==> src/rtl/gpio_sec_pkg.sv <==
package gpio_sec_pkg;

    localparam int OFS_CTRL   = 'h00;
    localparam int OFS_EVCTL  = 'h01;
    localparam int OFS_NSEN   = 'h02;
    localparam int OFS_CHK    = 'h03;
    localparam int OFS_IENCLR = 'h04;
    localparam int OFS_IENSET = 'h05;
    localparam int OFS_IFLAG  = 'h06;
    localparam int OFS_DIR    = 'h08;
    localparam int OFS_DIRCLR = 'h09;
    localparam int OFS_DIRSET = 'h0A;
    localparam int OFS_DIRTGL = 'h0B;
    localparam int OFS_OUT    = 'h0C;
    localparam int OFS_OUTCLR = 'h0D;
    localparam int OFS_OUTSET = 'h0E;
    localparam int OFS_OUTTGL = 'h0F;
    localparam int OFS_IN     = 'h10;
    localparam int OFS_WCFG   = 'h11;
    localparam int PCFG_BASE  = 'h20;
    localparam int PMUX_BASE  = 'h40;

    // wide-config field positions
    localparam int WCFG_CFG_LSB = 16;
    localparam int WCFG_MUX_LSB = 24;
    localparam int WCFG_CFG_EN  = 30;
    localparam int WCFG_MUX_EN  = 31;

    typedef enum logic [2:0] {
        CLS_NONE,   // unmapped
        CLS_OPEN,   // open to both worlds
        CLS_SEC,    // secure only, silent for non-secure in shared mode
        CLS_WSEC,   // readable by all, writable by secure only
        CLS_MBIT,   // per-bit filtered by the pin enable vector
        CLS_MPIN    // whole register filtered by one pin enable bit
    } acc_cls_e;

    typedef enum logic [4:0] {
        RG_NONE, RG_CTRL, RG_EVCTL, RG_NSEN, RG_CHK, RG_IENCLR, RG_IENSET,
        RG_IFLAG, RG_DIR, RG_DIRCLR, RG_DIRSET, RG_DIRTGL, RG_OUT, RG_OUTCLR,
        RG_OUTSET, RG_OUTTGL, RG_IN, RG_WCFG, RG_PCFG, RG_PMUX
    } reg_e;

    function automatic acc_cls_e cls_of(reg_e r);
        case (r)
            RG_CTRL, RG_EVCTL:                      return CLS_SEC;
            RG_NSEN:                                return CLS_WSEC;
            RG_CHK, RG_IENCLR, RG_IENSET, RG_IFLAG: return CLS_OPEN;
            RG_PCFG, RG_PMUX:                       return CLS_MPIN;
            RG_NONE:                                return CLS_NONE;
            default:                                return CLS_MBIT;
        endcase
    endfunction

endpackage

==> src/rtl/gpio_sec_decode.sv <==
module gpio_sec_decode
    import gpio_sec_pkg::*;
#(
    parameter int ADDR_W = 7,
    parameter int NPINS  = 16,
    parameter int PIDX_W = $clog2(NPINS)
) (
    input  logic [ADDR_W-1:0] addr,
    output reg_e              rg,
    output acc_cls_e          cls,
    output logic [PIDX_W-1:0] pin
);

    always_comb begin
        rg  = RG_NONE;
        pin = '0;
        if (addr >= ADDR_W'(PCFG_BASE) && addr < ADDR_W'(PCFG_BASE + NPINS)) begin
            rg  = RG_PCFG;
            pin = PIDX_W'(addr - ADDR_W'(PCFG_BASE));
        end else if (addr >= ADDR_W'(PMUX_BASE) && addr < ADDR_W'(PMUX_BASE + NPINS)) begin
            rg  = RG_PMUX;
            pin = PIDX_W'(addr - ADDR_W'(PMUX_BASE));
        end else begin
            case (addr)
                ADDR_W'(OFS_CTRL):   rg = RG_CTRL;
                ADDR_W'(OFS_EVCTL):  rg = RG_EVCTL;
                ADDR_W'(OFS_NSEN):   rg = RG_NSEN;
                ADDR_W'(OFS_CHK):    rg = RG_CHK;
                ADDR_W'(OFS_IENCLR): rg = RG_IENCLR;
                ADDR_W'(OFS_IENSET): rg = RG_IENSET;
                ADDR_W'(OFS_IFLAG):  rg = RG_IFLAG;
                ADDR_W'(OFS_DIR):    rg = RG_DIR;
                ADDR_W'(OFS_DIRCLR): rg = RG_DIRCLR;
                ADDR_W'(OFS_DIRSET): rg = RG_DIRSET;
                ADDR_W'(OFS_DIRTGL): rg = RG_DIRTGL;
                ADDR_W'(OFS_OUT):    rg = RG_OUT;
                ADDR_W'(OFS_OUTCLR): rg = RG_OUTCLR;
                ADDR_W'(OFS_OUTSET): rg = RG_OUTSET;
                ADDR_W'(OFS_OUTTGL): rg = RG_OUTTGL;
                ADDR_W'(OFS_IN):     rg = RG_IN;
                ADDR_W'(OFS_WCFG):   rg = RG_WCFG;
                default:             rg = RG_NONE;
            endcase
        end
    end

    assign cls = cls_of(rg);

endmodule

==> src/rtl/gpio_sec_filter.sv <==
module gpio_sec_filter
    import gpio_sec_pkg::*;
#(
    parameter int DATA_W = 32,
    parameter int NPINS  = 16,
    parameter int PIDX_W = $clog2(NPINS)
) (
    input  acc_cls_e          cls,
    input  logic [PIDX_W-1:0] pin,
    input  logic              nonsec,
    input  logic              mixed,
    input  logic              wr_lock,
    input  logic [NPINS-1:0]  nsen,
    output logic [DATA_W-1:0] rd_mask,
    output logic [DATA_W-1:0] wr_mask,
    output logic              err
);

    logic [DATA_W-1:0] pin_vec;
    logic [DATA_W-1:0] raw_wr;

    assign pin_vec = DATA_W'(nsen);

    always_comb begin
        err     = 1'b0;
        rd_mask = '1;
        raw_wr  = '1;
        if (nonsec) begin
            if (!mixed) begin
                err     = 1'b1;
                rd_mask = '0;
                raw_wr  = '0;
            end else begin
                case (cls)
                    CLS_SEC:  begin rd_mask = '0;      raw_wr = '0;      end
                    CLS_WSEC: begin rd_mask = '1;      raw_wr = '0;      end
                    CLS_MBIT: begin rd_mask = pin_vec; raw_wr = pin_vec; end
                    CLS_MPIN: begin
                        rd_mask = nsen[pin] ? '1 : '0;
                        raw_wr  = nsen[pin] ? '1 : '0;
                    end
                    default:  begin rd_mask = '1;      raw_wr = '1;      end
                endcase
            end
        end
        wr_mask = wr_lock ? '0 : raw_wr;
    end

endmodule

==> src/rtl/gpio_sec_regs.sv <==
module gpio_sec_regs
    import gpio_sec_pkg::*;
#(
    parameter int DATA_W = 32,
    parameter int NPINS  = 16,
    parameter int CFG_W  = 4,
    parameter int MUX_W  = 4,
    parameter int PIDX_W = $clog2(NPINS)
) (
    input  logic                   clk,
    input  logic                   rst_n,
    input  logic                   req_valid,
    input  logic                   req_write,
    input  reg_e                   rg,
    input  logic [PIDX_W-1:0]      pin,
    input  logic [DATA_W-1:0]      rd_mask,
    input  logic [DATA_W-1:0]      wr_mask,
    input  logic                   err,
    input  logic [DATA_W-1:0]      wdata,
    input  logic [NPINS-1:0]       pins_in,
    output logic [NPINS-1:0]       nsen,
    output logic                   rsp_valid,
    output logic [DATA_W-1:0]      rsp_rdata,
    output logic                   rsp_err,
    output logic [NPINS-1:0]       dir_o,
    output logic [NPINS-1:0]       out_o,
    output logic [NPINS*CFG_W-1:0] pcfg_o,
    output logic [NPINS*MUX_W-1:0] pmux_o,
    output logic [DATA_W-1:0]      ctrl_o,
    output logic [DATA_W-1:0]      evctl_o,
    output logic                   irq_o
);

    typedef struct packed {
        logic [DATA_W-1:0]            ctrl;
        logic [DATA_W-1:0]            ev;
        logic [NPINS-1:0]             nsen;
        logic [NPINS-1:0]             chk;
        logic [NPINS-1:0]             dir;
        logic [NPINS-1:0]             out;
        logic [NPINS-1:0][CFG_W-1:0]  pcfg;
        logic [NPINS-1:0][MUX_W-1:0]  pmux;
        logic                         ien;
        logic                         flag;
        logic                         rvld;
        logic                         rerr;
        logic [DATA_W-1:0]            rdata;
    } state_t;

    state_t st_d, st_q;

    logic [DATA_W-1:0] wm;
    logic [NPINS-1:0]  pm;
    logic [NPINS-1:0]  wn;
    logic [NPINS-1:0]  sel;
    logic [DATA_W-1:0] raw;

    always_comb begin
        st_d      = st_q;
        st_d.rvld = req_valid;
        st_d.rerr = req_valid & err;
        st_d.rdata = '0;
        wm  = (req_valid && req_write) ? wr_mask : '0;
        pm  = wm[NPINS-1:0];
        wn  = wdata[NPINS-1:0];
        sel = wn & pm;
        raw = '0;
        case (rg)
            RG_CTRL: begin
                raw       = st_q.ctrl;
                st_d.ctrl = (st_q.ctrl & ~wm) | (wdata & wm);
            end
            RG_EVCTL: begin
                raw     = st_q.ev;
                st_d.ev = (st_q.ev & ~wm) | (wdata & wm);
            end
            RG_NSEN: begin
                raw       = DATA_W'(st_q.nsen);
                st_d.nsen = (st_q.nsen & ~pm) | (wn & pm);
                if (|((st_q.nsen ^ st_d.nsen) & st_q.chk)) st_d.flag = 1'b1;
            end
            RG_CHK: begin
                raw      = DATA_W'(st_q.chk);
                st_d.chk = (st_q.chk & ~pm) | (wn & pm);
            end
            RG_IENCLR: begin
                raw = DATA_W'(st_q.ien);
                if (wdata[0] && wm[0]) st_d.ien = 1'b0;
            end
            RG_IENSET: begin
                raw = DATA_W'(st_q.ien);
                if (wdata[0] && wm[0]) st_d.ien = 1'b1;
            end
            RG_IFLAG: begin
                raw = DATA_W'(st_q.flag);
                if (wdata[0] && wm[0]) st_d.flag = 1'b0;
            end
            RG_DIR: begin
                raw      = DATA_W'(st_q.dir);
                st_d.dir = (st_q.dir & ~pm) | sel;
            end
            RG_DIRCLR: begin raw = DATA_W'(st_q.dir); st_d.dir = st_q.dir & ~sel; end
            RG_DIRSET: begin raw = DATA_W'(st_q.dir); st_d.dir = st_q.dir | sel;  end
            RG_DIRTGL: begin raw = DATA_W'(st_q.dir); st_d.dir = st_q.dir ^ sel;  end
            RG_OUT: begin
                raw      = DATA_W'(st_q.out);
                st_d.out = (st_q.out & ~pm) | sel;
            end
            RG_OUTCLR: begin raw = DATA_W'(st_q.out); st_d.out = st_q.out & ~sel; end
            RG_OUTSET: begin raw = DATA_W'(st_q.out); st_d.out = st_q.out | sel;  end
            RG_OUTTGL: begin raw = DATA_W'(st_q.out); st_d.out = st_q.out ^ sel;  end
            RG_IN: raw = DATA_W'(pins_in);
            RG_WCFG: begin
                for (int i = 0; i < NPINS; i++) begin
                    if (sel[i]) begin
                        if (wdata[WCFG_CFG_EN]) st_d.pcfg[i] = wdata[WCFG_CFG_LSB +: CFG_W];
                        if (wdata[WCFG_MUX_EN]) st_d.pmux[i] = wdata[WCFG_MUX_LSB +: MUX_W];
                    end
                end
            end
            RG_PCFG: begin
                raw = DATA_W'(st_q.pcfg[pin]);
                if (wm[0]) st_d.pcfg[pin] = wdata[CFG_W-1:0];
            end
            RG_PMUX: begin
                raw = DATA_W'(st_q.pmux[pin]);
                if (wm[0]) st_d.pmux[pin] = wdata[MUX_W-1:0];
            end
            default: raw = '0;
        endcase
        if (req_valid && !req_write) st_d.rdata = raw & rd_mask;
    end

    always_ff @(posedge clk or negedge rst_n) begin
        if (!rst_n) st_q <= '0;
        else        st_q <= st_d;
    end

    assign nsen      = st_q.nsen;
    assign rsp_valid = st_q.rvld;
    assign rsp_rdata = st_q.rdata;
    assign rsp_err   = st_q.rerr;
    assign dir_o     = st_q.dir;
    assign out_o     = st_q.out;
    assign pcfg_o    = st_q.pcfg;
    assign pmux_o    = st_q.pmux;
    assign ctrl_o    = st_q.ctrl;
    assign evctl_o   = st_q.ev;
    assign irq_o     = st_q.flag & st_q.ien;

endmodule

==> src/rtl/gpio_sec_port.sv <==
module gpio_sec_port
    import gpio_sec_pkg::*;
#(
    parameter int ADDR_W = 7,
    parameter int DATA_W = 32,
    parameter int NPINS  = 16,
    parameter int CFG_W  = 4,
    parameter int MUX_W  = 4
) (
    input  logic                   clk,
    input  logic                   rst_n,
    input  logic                   mode_mixed,
    input  logic                   wr_lock,
    input  logic                   req_valid,
    input  logic                   req_write,
    input  logic                   req_nonsec,
    input  logic [ADDR_W-1:0]      req_addr,
    input  logic [DATA_W-1:0]      req_wdata,
    input  logic [NPINS-1:0]       pins_in,
    output logic                   rsp_valid,
    output logic [DATA_W-1:0]      rsp_rdata,
    output logic                   rsp_err,
    output logic [NPINS-1:0]       dir_o,
    output logic [NPINS-1:0]       out_o,
    output logic [NPINS*CFG_W-1:0] pcfg_o,
    output logic [NPINS*MUX_W-1:0] pmux_o,
    output logic [DATA_W-1:0]      ctrl_o,
    output logic [DATA_W-1:0]      evctl_o,
    output logic                   irq_o
);

    localparam int PIDX_W = $clog2(NPINS);

    reg_e              rg;
    acc_cls_e          cls;
    logic [PIDX_W-1:0] pin;
    logic [NPINS-1:0]  nsen;
    logic [DATA_W-1:0] rd_mask;
    logic [DATA_W-1:0] wr_mask;
    logic              err;

    gpio_sec_decode #(.ADDR_W(ADDR_W), .NPINS(NPINS), .PIDX_W(PIDX_W)) u_dec (
        .addr (req_addr),
        .rg   (rg),
        .cls  (cls),
        .pin  (pin)
    );

    gpio_sec_filter #(.DATA_W(DATA_W), .NPINS(NPINS), .PIDX_W(PIDX_W)) u_flt (
        .cls     (cls),
        .pin     (pin),
        .nonsec  (req_nonsec),
        .mixed   (mode_mixed),
        .wr_lock (wr_lock),
        .nsen    (nsen),
        .rd_mask (rd_mask),
        .wr_mask (wr_mask),
        .err     (err)
    );

    gpio_sec_regs #(
        .DATA_W(DATA_W), .NPINS(NPINS), .CFG_W(CFG_W), .MUX_W(MUX_W), .PIDX_W(PIDX_W)
    ) u_regs (
        .clk       (clk),
        .rst_n     (rst_n),
        .req_valid (req_valid),
        .req_write (req_write),
        .rg        (rg),
        .pin       (pin),
        .rd_mask   (rd_mask),
        .wr_mask   (wr_mask),
        .err       (err),
        .wdata     (req_wdata),
        .pins_in   (pins_in),
        .nsen      (nsen),
        .rsp_valid (rsp_valid),
        .rsp_rdata (rsp_rdata),
        .rsp_err   (rsp_err),
        .dir_o     (dir_o),
        .out_o     (out_o),
        .pcfg_o    (pcfg_o),
        .pmux_o    (pmux_o),
        .ctrl_o    (ctrl_o),
        .evctl_o   (evctl_o),
        .irq_o     (irq_o)
    );

endmodule

==> config.mk <==
export PLATFORM = sky130hd
export DESIGN_NAME = gpio_sec_port
export DESIGN_NICKNAME = d
export VERILOG_FILES = /design/src/rtl/gpio_sec_pkg.sv /design/src/rtl/gpio_sec_decode.sv /design/src/rtl/gpio_sec_filter.sv /design/src/rtl/gpio_sec_regs.sv /design/src/rtl/gpio_sec_port.sv
export SDC_FILE = /design/constraint.sdc
export NUM_CORES = 1
export LEC_CHECK = 0
export ABC_AREA = 1
export CORE_MARGIN = 5
export CORE_UTILIZATION = 65
export DETAILED_ROUTE_END_ITERATION = 6
export DONT_BUFFER_PORTS = 1
export PLACE_DENSITY = 0.77
export SYNTH_ARGS = -nofsm -noshare
export SYNTH_HDL_FRONTEND = slang
export SYNTH_SLANG_ARGS = --single-unit
export TNS_END_PERCENT = 100
==> constraint.sdc <==
create_clock -name clk -period 2.75 [get_ports clk]
set_clock_uncertainty 0.1 [all_clocks]
set_input_delay 0.4125 -clock clk [delete_from_list [all_inputs] [get_ports clk]]
set_output_delay 0.4125 -clock clk [all_outputs]
set_load 0.01 [all_outputs]
==> out/qor.yml, run 1 <==
cts_buffer_depth: 3
grt_pass1_vias: 17106
power_switching_mw: 5.23
gr-total-overflow: 0
path_class: "in2reg"
yosysTopAreaCell: "dfrtp_1"
syn_area_sq_um: 19100
hold_buffers: 34
syn_area_per_cell_sq_um: 8.16
final_cell_mix: "nand2_1 (420), dfrtp_1 (292), o21ai_0 (263)"
finalInstanceArea_sq_um: 21100
rows: 62
maxCapViolCount: 0
clock_latency_ps: 580
synthTopCellsByArea: "dfrtp_1 (38%), buf_4 (10%), nand2_1 (8.3%)"
fp.dieArea_sq_um: 32900
syn_inst: 2340
gp_congestion: 1.00
cts_sinks: 292
cts-root-buf: "clkbuf_16"
ys_seq_elements: 292
dp_hpwl_um: 51000
critPathMaxFanout: 12
synth-edff-count: 0
internal_power_mw: 9.02
ir_drop_mv: 0.647
violations: "hold timing"
hold_viol_final: 293
cp.buffers_inverters: 6
htreeDepth: 1
numCtsBuffers: 31
place_area_sq_um: 19600
crit_path_top_delay_cell: "nor4_1"
clkPwrFrac_pct: 30.6
vias: 17725
fp.dieW_um: 181
max_freq_mhz: 364
timing.final.crit_period_ps: 2750
grt_pass1_wl_um: 105000
yosys_warnings: 0
path_clk_slew_ps: 70
setup_violations: 0
layout_commonest_cell: "nand2_1"
outcome: "finished, violations left"
dr.first_iter.drc_count: 2741
area_growth_pct: 10.5
reg2reg_depth: 16
track_usage_pct: 40.6
start_util_pct: 66.2
p_leak_nw: 10.5
holdCritPathClass: "in2async"
fin_crit_sh_pct: 99.9
ios: 321
syn_nets: 2438
yosysUniqueCellTypes: 55
cts_tree: "built"
drv_slew: 0
cp.required_ps: 3060
worstPathCellList: "inv_2 -> nand3_4 -> nand2_4 -> buf_12 -> nand2_4 -> nor2_1 -> clkinv_1 -> buf_12 -> buf_4 -> o22ai_1 -> o21ai_0 -> buf_4 -> o21ai_0 -> nor3_1 -> nor4_1 -> a21oi_1"
crit_family: "simple AND/OR/NAND/NOR gates"
routedWlPerCell_um: 25.5
wirelength_um: 69500
drcViolationCount: 0
ys_async_sr_fraction_pct: 100
slew-limit-headroom_pct: 43.8
finalNonFillerCells: 2722
power_density_nw_per_um2: 675
place_inst: 2623
antenna_found_initial: 2
antenna_cells: 0
fill_cells: 2166
final_nets: 2411
timing.critical_path.to_type: "flop"
yosys.area.top_type_share_pct: 38.2
place.port_buffers: 0
synthFlopType: "dfrtp_1"
worst_pin_slew_ps: 835
swShare_pct: 36.7
grt_max_degree: 293
dr.pass1.iters: 6
cp_slowest_stage_delay_ps: 670
drive_above_1_share_pct: 20.1
seq_power_share_pct: 48.6
dieHeight_um: 181
core-area_sq_um: 28900
combPwrFrac_pct: 20.7
crit_path_start_kind: "input pin"
arrival_ps: 3050
cp_num_cells: 16
hold_ws_ps: -564
yosysSeqAreaShare_pct: 38.2
viasPerCell: 6.51
ant_nets: 0
layout make-up:
cell class	count	area, sq um	area share (%)
timing repair buffer	301	2690	12.7
clock inverter	15	164	0.776
sequential	292	7310	34.6
clock buffer	43	891	4.22
inverter	242	913	4.33
tap	384	480	2.28
multi-input combinational	1445	8670	41.1
per-stage QoR:
step	setup WS, ps	TNS, ps	hold slack (ps)	util (%)	total power [mW]
finish	3.08	0	-564	73.2	14.3
global route	-34.2	-113	-590	73.2	14.8
detailed placement	-317	-37000	26.4	68.0	9.71
global placement	-276	-30600	25.2	68.0	9.57
CTS	10.5	0	-578	72.8	14.1
floorplan	-75.6	-2640	16.9	-	9.43
cell families after synthesis:
| family | count (synthesis) | synth area share (%) |
|---|---|---|
| AOI/OAI and AO/OA | 601 | 19.3 |
| xor gates and xnor gates | 1 | 0.0459 |
| adders and majority gates | 36 | 2.36 |
| buffers and inverters | 603 | 17.3 |
| DFF | 292 | 38.2 |
| muxes | 112 | 6.10 |
| and+or+nand+nor | 695 | 16.7 |
Yosys cell counts, types with 2 or more instances:
master	count
o21ai_2	8
buf_4	258
nor3_1	12
nand3_4	12
inv_1	227
nor2_4	9
o2111ai_1	6
inv_2	11
nand3_1	72
o221ai_1	2
nand2_4	11
nand3_2	2
a31oi_1	12
nand2_1	422
nor2_1	112
buf_2	5
o21ai_4	4
o2111ai_2	3
a21o_1	2
a22oi_1	8
nand2_2	22
o211ai_1	4
nor2_8	2
mux2_1	7
buf_6	4
o22ai_1	90
mux2_2	28
nor2_2	3
dfrtp_1	292
o21ai_1	4
clkbuf_1	73
ha_1	36
o2111ai_4	13
a211oi_1	3
clkinv_1	3
buf_1	19
a221oi_1	11
nor4_1	5
a21oi_1	117
mux2i_1	77
o31ai_1	5
o21ai_0	302
nand4_1	10
final timing paths:
check / start / to / slack, ps
hold / removal: rst_n / asynchronous set/reset pin / -560
min in group clk: req_wdata[9] / flop / 0
setup / recovery: req_addr[4] / u_regs.rsp_rdata[2]$_DFF_PN0_ / 3
hold reg to reg: flop / flop / 410
setup reg to reg: u_regs.nsen[8]$_DFFE_PN0N_ / u_regs.pmux_o[27]$_DFFE_PN0P_ / 100
max in group asynchronous: rst_n / u_regs.pcfg_o[20]$_DFFE_PN0P_ / 2480
power by group through the flow:
stage | clock (mW) | combinational, mW | sequential, mW
global placement | 0 | 2.64 | 6.94
global route | 4.58 | 3.25 | 7.01
CTS | 4.37 | 2.84 | 6.89
floorplan | 0 | 3.59 | 5.85
finish | 4.36 | 2.96 | 6.93
detailed placement | 0 | 2.75 | 6.96
per-layer routing:
layer	vias to the layer above	share of wire (%)	GRT usage, %
li1	7568	-	-
met1	8465	37	54.8
met2	1412	43	60.5
met3	278	16	15.7
met4	2	4.5	13.8
met5	-	0.010	0
repair_timing:
action / CTS / global route
buffers inserted: 0 / 7
endpoints found under the hold margin: 373 / 292
gates resized for setup: 0 / 25
setup endpoints to repair: 0 / 82
(Power assumes the default switching activity.)
==> run 2, diff against run 1 <==
CORE_MARGIN = 8   (was 5)
GPL_ROUTABILITY_DRIVEN = 0   (was not set)
RECOVER_POWER = 25   (was not set)
==> out/qor.yml, run 2 (same netlist as run 1, synthesis figures left out) <==
cts-root-buf: "clkbuf_16"
tns_ps: 0  # unchanged
hold_ws_ps: -556  # +8.24 ps
final_nets: 2390  # -0.87%
dieHeight_um: 187  # +3.3%
routed-wl-met2_um: 30000  # +1.2%
dp_hpwl_um: 51200  # +0.45%
cp_slowest_stage_delay_ps: 390  # -280 ps
worstPathCellList: "inv_2 -> nand3_1 -> nand2_1 -> nand2_1 -> nand2_1 -> nand2_1 -> nand3_2 -> o21bai_4 -> nand2_4 -> buf_12 -> nand2_2 -> nand2_4 -> ha_1 -> o21ai_0 -> a21oi_1 -> nor2_1 -> o21ai_0 -> o21ai_0"
ios: 321  # unchanged
rsz0062_at_grt: "yes"
holdCritPathClass: "in2async"
fin_crit_sh_pct: 97.8  # -2.1 points
cts_sinks: 292  # unchanged
layout_commonest_cell: "nand2_1"
place_area_sq_um: 19400  # -1.2%
cts_buffer_depth: 3  # unchanged
finalNonFillerCells: 2701  # -0.77%
grt_pass1_wl_um: 107000  # +1.7%
timing.final.crit_period_ps: 2690  # -57.0 ps
setup_violations: 0  # unchanged
dpl_worst_slack_ps: -322  # -4.27 ps
path_clk_slew_ps: 60  # about the same
finalInstanceArea_sq_um: 21000  # -0.55%
crit_path_top_delay_cell: "dfrtp_1"
htreeDepth: 1  # unchanged
drcViolationCount: 4  # +4
fill_cells: 2089  # -3.6%
final_core_util_pct: 72.8  # -0.40 points
start_util_pct: 66.2  # unchanged
clock_latency_ps: 590  # about the same
routedWlPerCell_um: 26.6  # +4.2%
ant_nets: 0  # unchanged
viasPerCell: 6.65  # +2.1%
fp.dieW_um: 187  # +3.3%
core-area_sq_um: 28900  # unchanged
cpMostUsedCell: "nand2_1"
antenna_found_initial: 2  # unchanged
power_density_nw_per_um2: 688  # +1.9%
area_growth_pct: 9.90
total_power_mw: 14.4  # +1.4%
worst_pin_slew_ps: 1210  # +379 ps
place.port_buffers: 0  # unchanged
final_cell_mix: "nand2_1 (420), dfrtp_1 (292), o21ai_0 (262)"
timing.final.ws_setup_ps: 60.1  # +57.0 ps
cp.required_ps: 3140  # +80 ps
multi_input_area_sq_um: 8690  # +0.30%
place_inst: 2599  # -0.91%
wirelength_um: 71900  # +3.4%
path_class: "reg2reg"
cts_tree: "built"
critPathMaxFanout: 7  # -5
arrival_ps: 3080  # +30 ps
maxCapViolCount: 0  # unchanged
vias: 17949  # +1.3%
gr-total-overflow: 0  # unchanged
grt_pass1_vias: 17360  # +1.5%
drive_above_1_share_pct: 19.2  # -0.93 points
dr.pass1.iters: 7  # +1
cp.buffers_inverters: 2  # -4
numCtsBuffers: 31  # unchanged
wl_met3_um: 13400  # +21%
ff_latch_area_sq_um: 7310  # unchanged
dr.first_iter.drc_count: 2766  # +0.91%
crit_family: "simple AND/OR/NAND/NOR gates"
crit_path_start_kind: "flop"
hold_buffers: 38  # +12%
ir_drop_mv: 0.491  # -24%
violations: "DRC, hold timing"
p_leak_nw: 10.4  # -0.70%
outcome: "finished, violations left"
hold_viol_final: 292  # -0.34%
max_freq_mhz: 372  # +2.1%
slew-limit-headroom_pct: 19.0  # -25 points
fp.dieArea_sq_um: 35100  # +6.7%
track_usage_pct: 39.2  # -1.4 points
grt_max_degree: 293  # unchanged
highest_layer: "met5"
drv_slew: 0  # unchanged
timing.critical_path.to_type: "flop"
wl_met1_um: 24200  # -5.7%
rows: 62  # unchanged
==> run 2: cell count changes in the layout (fill, tap and decap cells not counted), moves of 3 or more <==
cell           change
buf_12             -4
buf_4             -22
clkinv_2           -3
clkinv_4           +3
dlygate4sd3_1      +4
inv_2              -3
nand2_2            -3
==> run 2: repair_timing <==
action | CTS | global route
setup buffers | 0 | 5
endpoints found under the hold margin | 369 | 292
gates resized for setup | 0 | 31
endpoints found under the setup margin | 0 | 130
==> run 2: worst register-to-register path, cell delays in order, from the launching register on <==
cell and delay [ps]:
dfrtp_1 390, inv_2 80, nand3_1 110, nand2_1 110, nand2_1 80, nand2_1 60, nand2_1 70, nand3_2 100
o21bai_4 140, nand2_4 100, buf_12 200, nand2_2 90, nand2_4 100, ha_1 300, o21ai_0 190, a21oi_1 60
nor2_1 120, o21ai_0 110, o21ai_0 80
==> run 2: path summary, 6_finish.rpt <==
| kind | start | to | slack, ps | cells after the start |
|---|---|---|---|---|
| setup / recovery | u_regs.nsen[5]$_DFFE_PN0N_ | u_regs.out_o[2]$_DFFE_PN0N_ | 60 | 18 |
| hold / removal | rst_n | u_regs.rsp_rdata[9]$_DFF_PN0_ | -560 | 0 |
| setup reg to reg | u_regs.nsen[5]$_DFFE_PN0N_ | u_regs.out_o[2]$_DFFE_PN0N_ | 60 | 18 |
| hold reg to reg | u_regs.nsen[13]$_DFFE_PN0N_ | u_regs.nsen[13]$_DFFE_PN0N_ | 420 | 2 |
| max in group asynchronous | rst_n | u_regs.rsp_rdata[4]$_DFF_PN0_ | 2130 | 0 |
| min in group clk | req_wdata[9] | flop | 10 | 2 |
==> run 2: routing by layer <==
metal | global-route usage, % | vias to the layer above
met1 | 47.3 | 8375
li1 | - | 7532
met2 | 57.6 | 1627
met3 | 20.3 | 413
met5 | 0 | -
met4 | 17.6 | 2
==> run 2: cell type report <==
class                      instances  area share [%]
multi-input combinational       1445            41.4
sequential                       292            34.8
timing repair buffer             280            11.9
inverter                         242            4.36
clock buffer                      43            4.29
tap                              384            2.29
clock inverter                    14           0.894
antenna                            1          0.0119
==> run 2: where the power goes <==
group	switching (mW)	leakage [nW]	total, mW	internal [mW]
clock	1.84	0.537	4.50	2.66
sequential	1.76	3.68	6.99	5.23
combinational	1.73	6.22	2.95	1.22
total	5.34	10.4	14.4	9.11
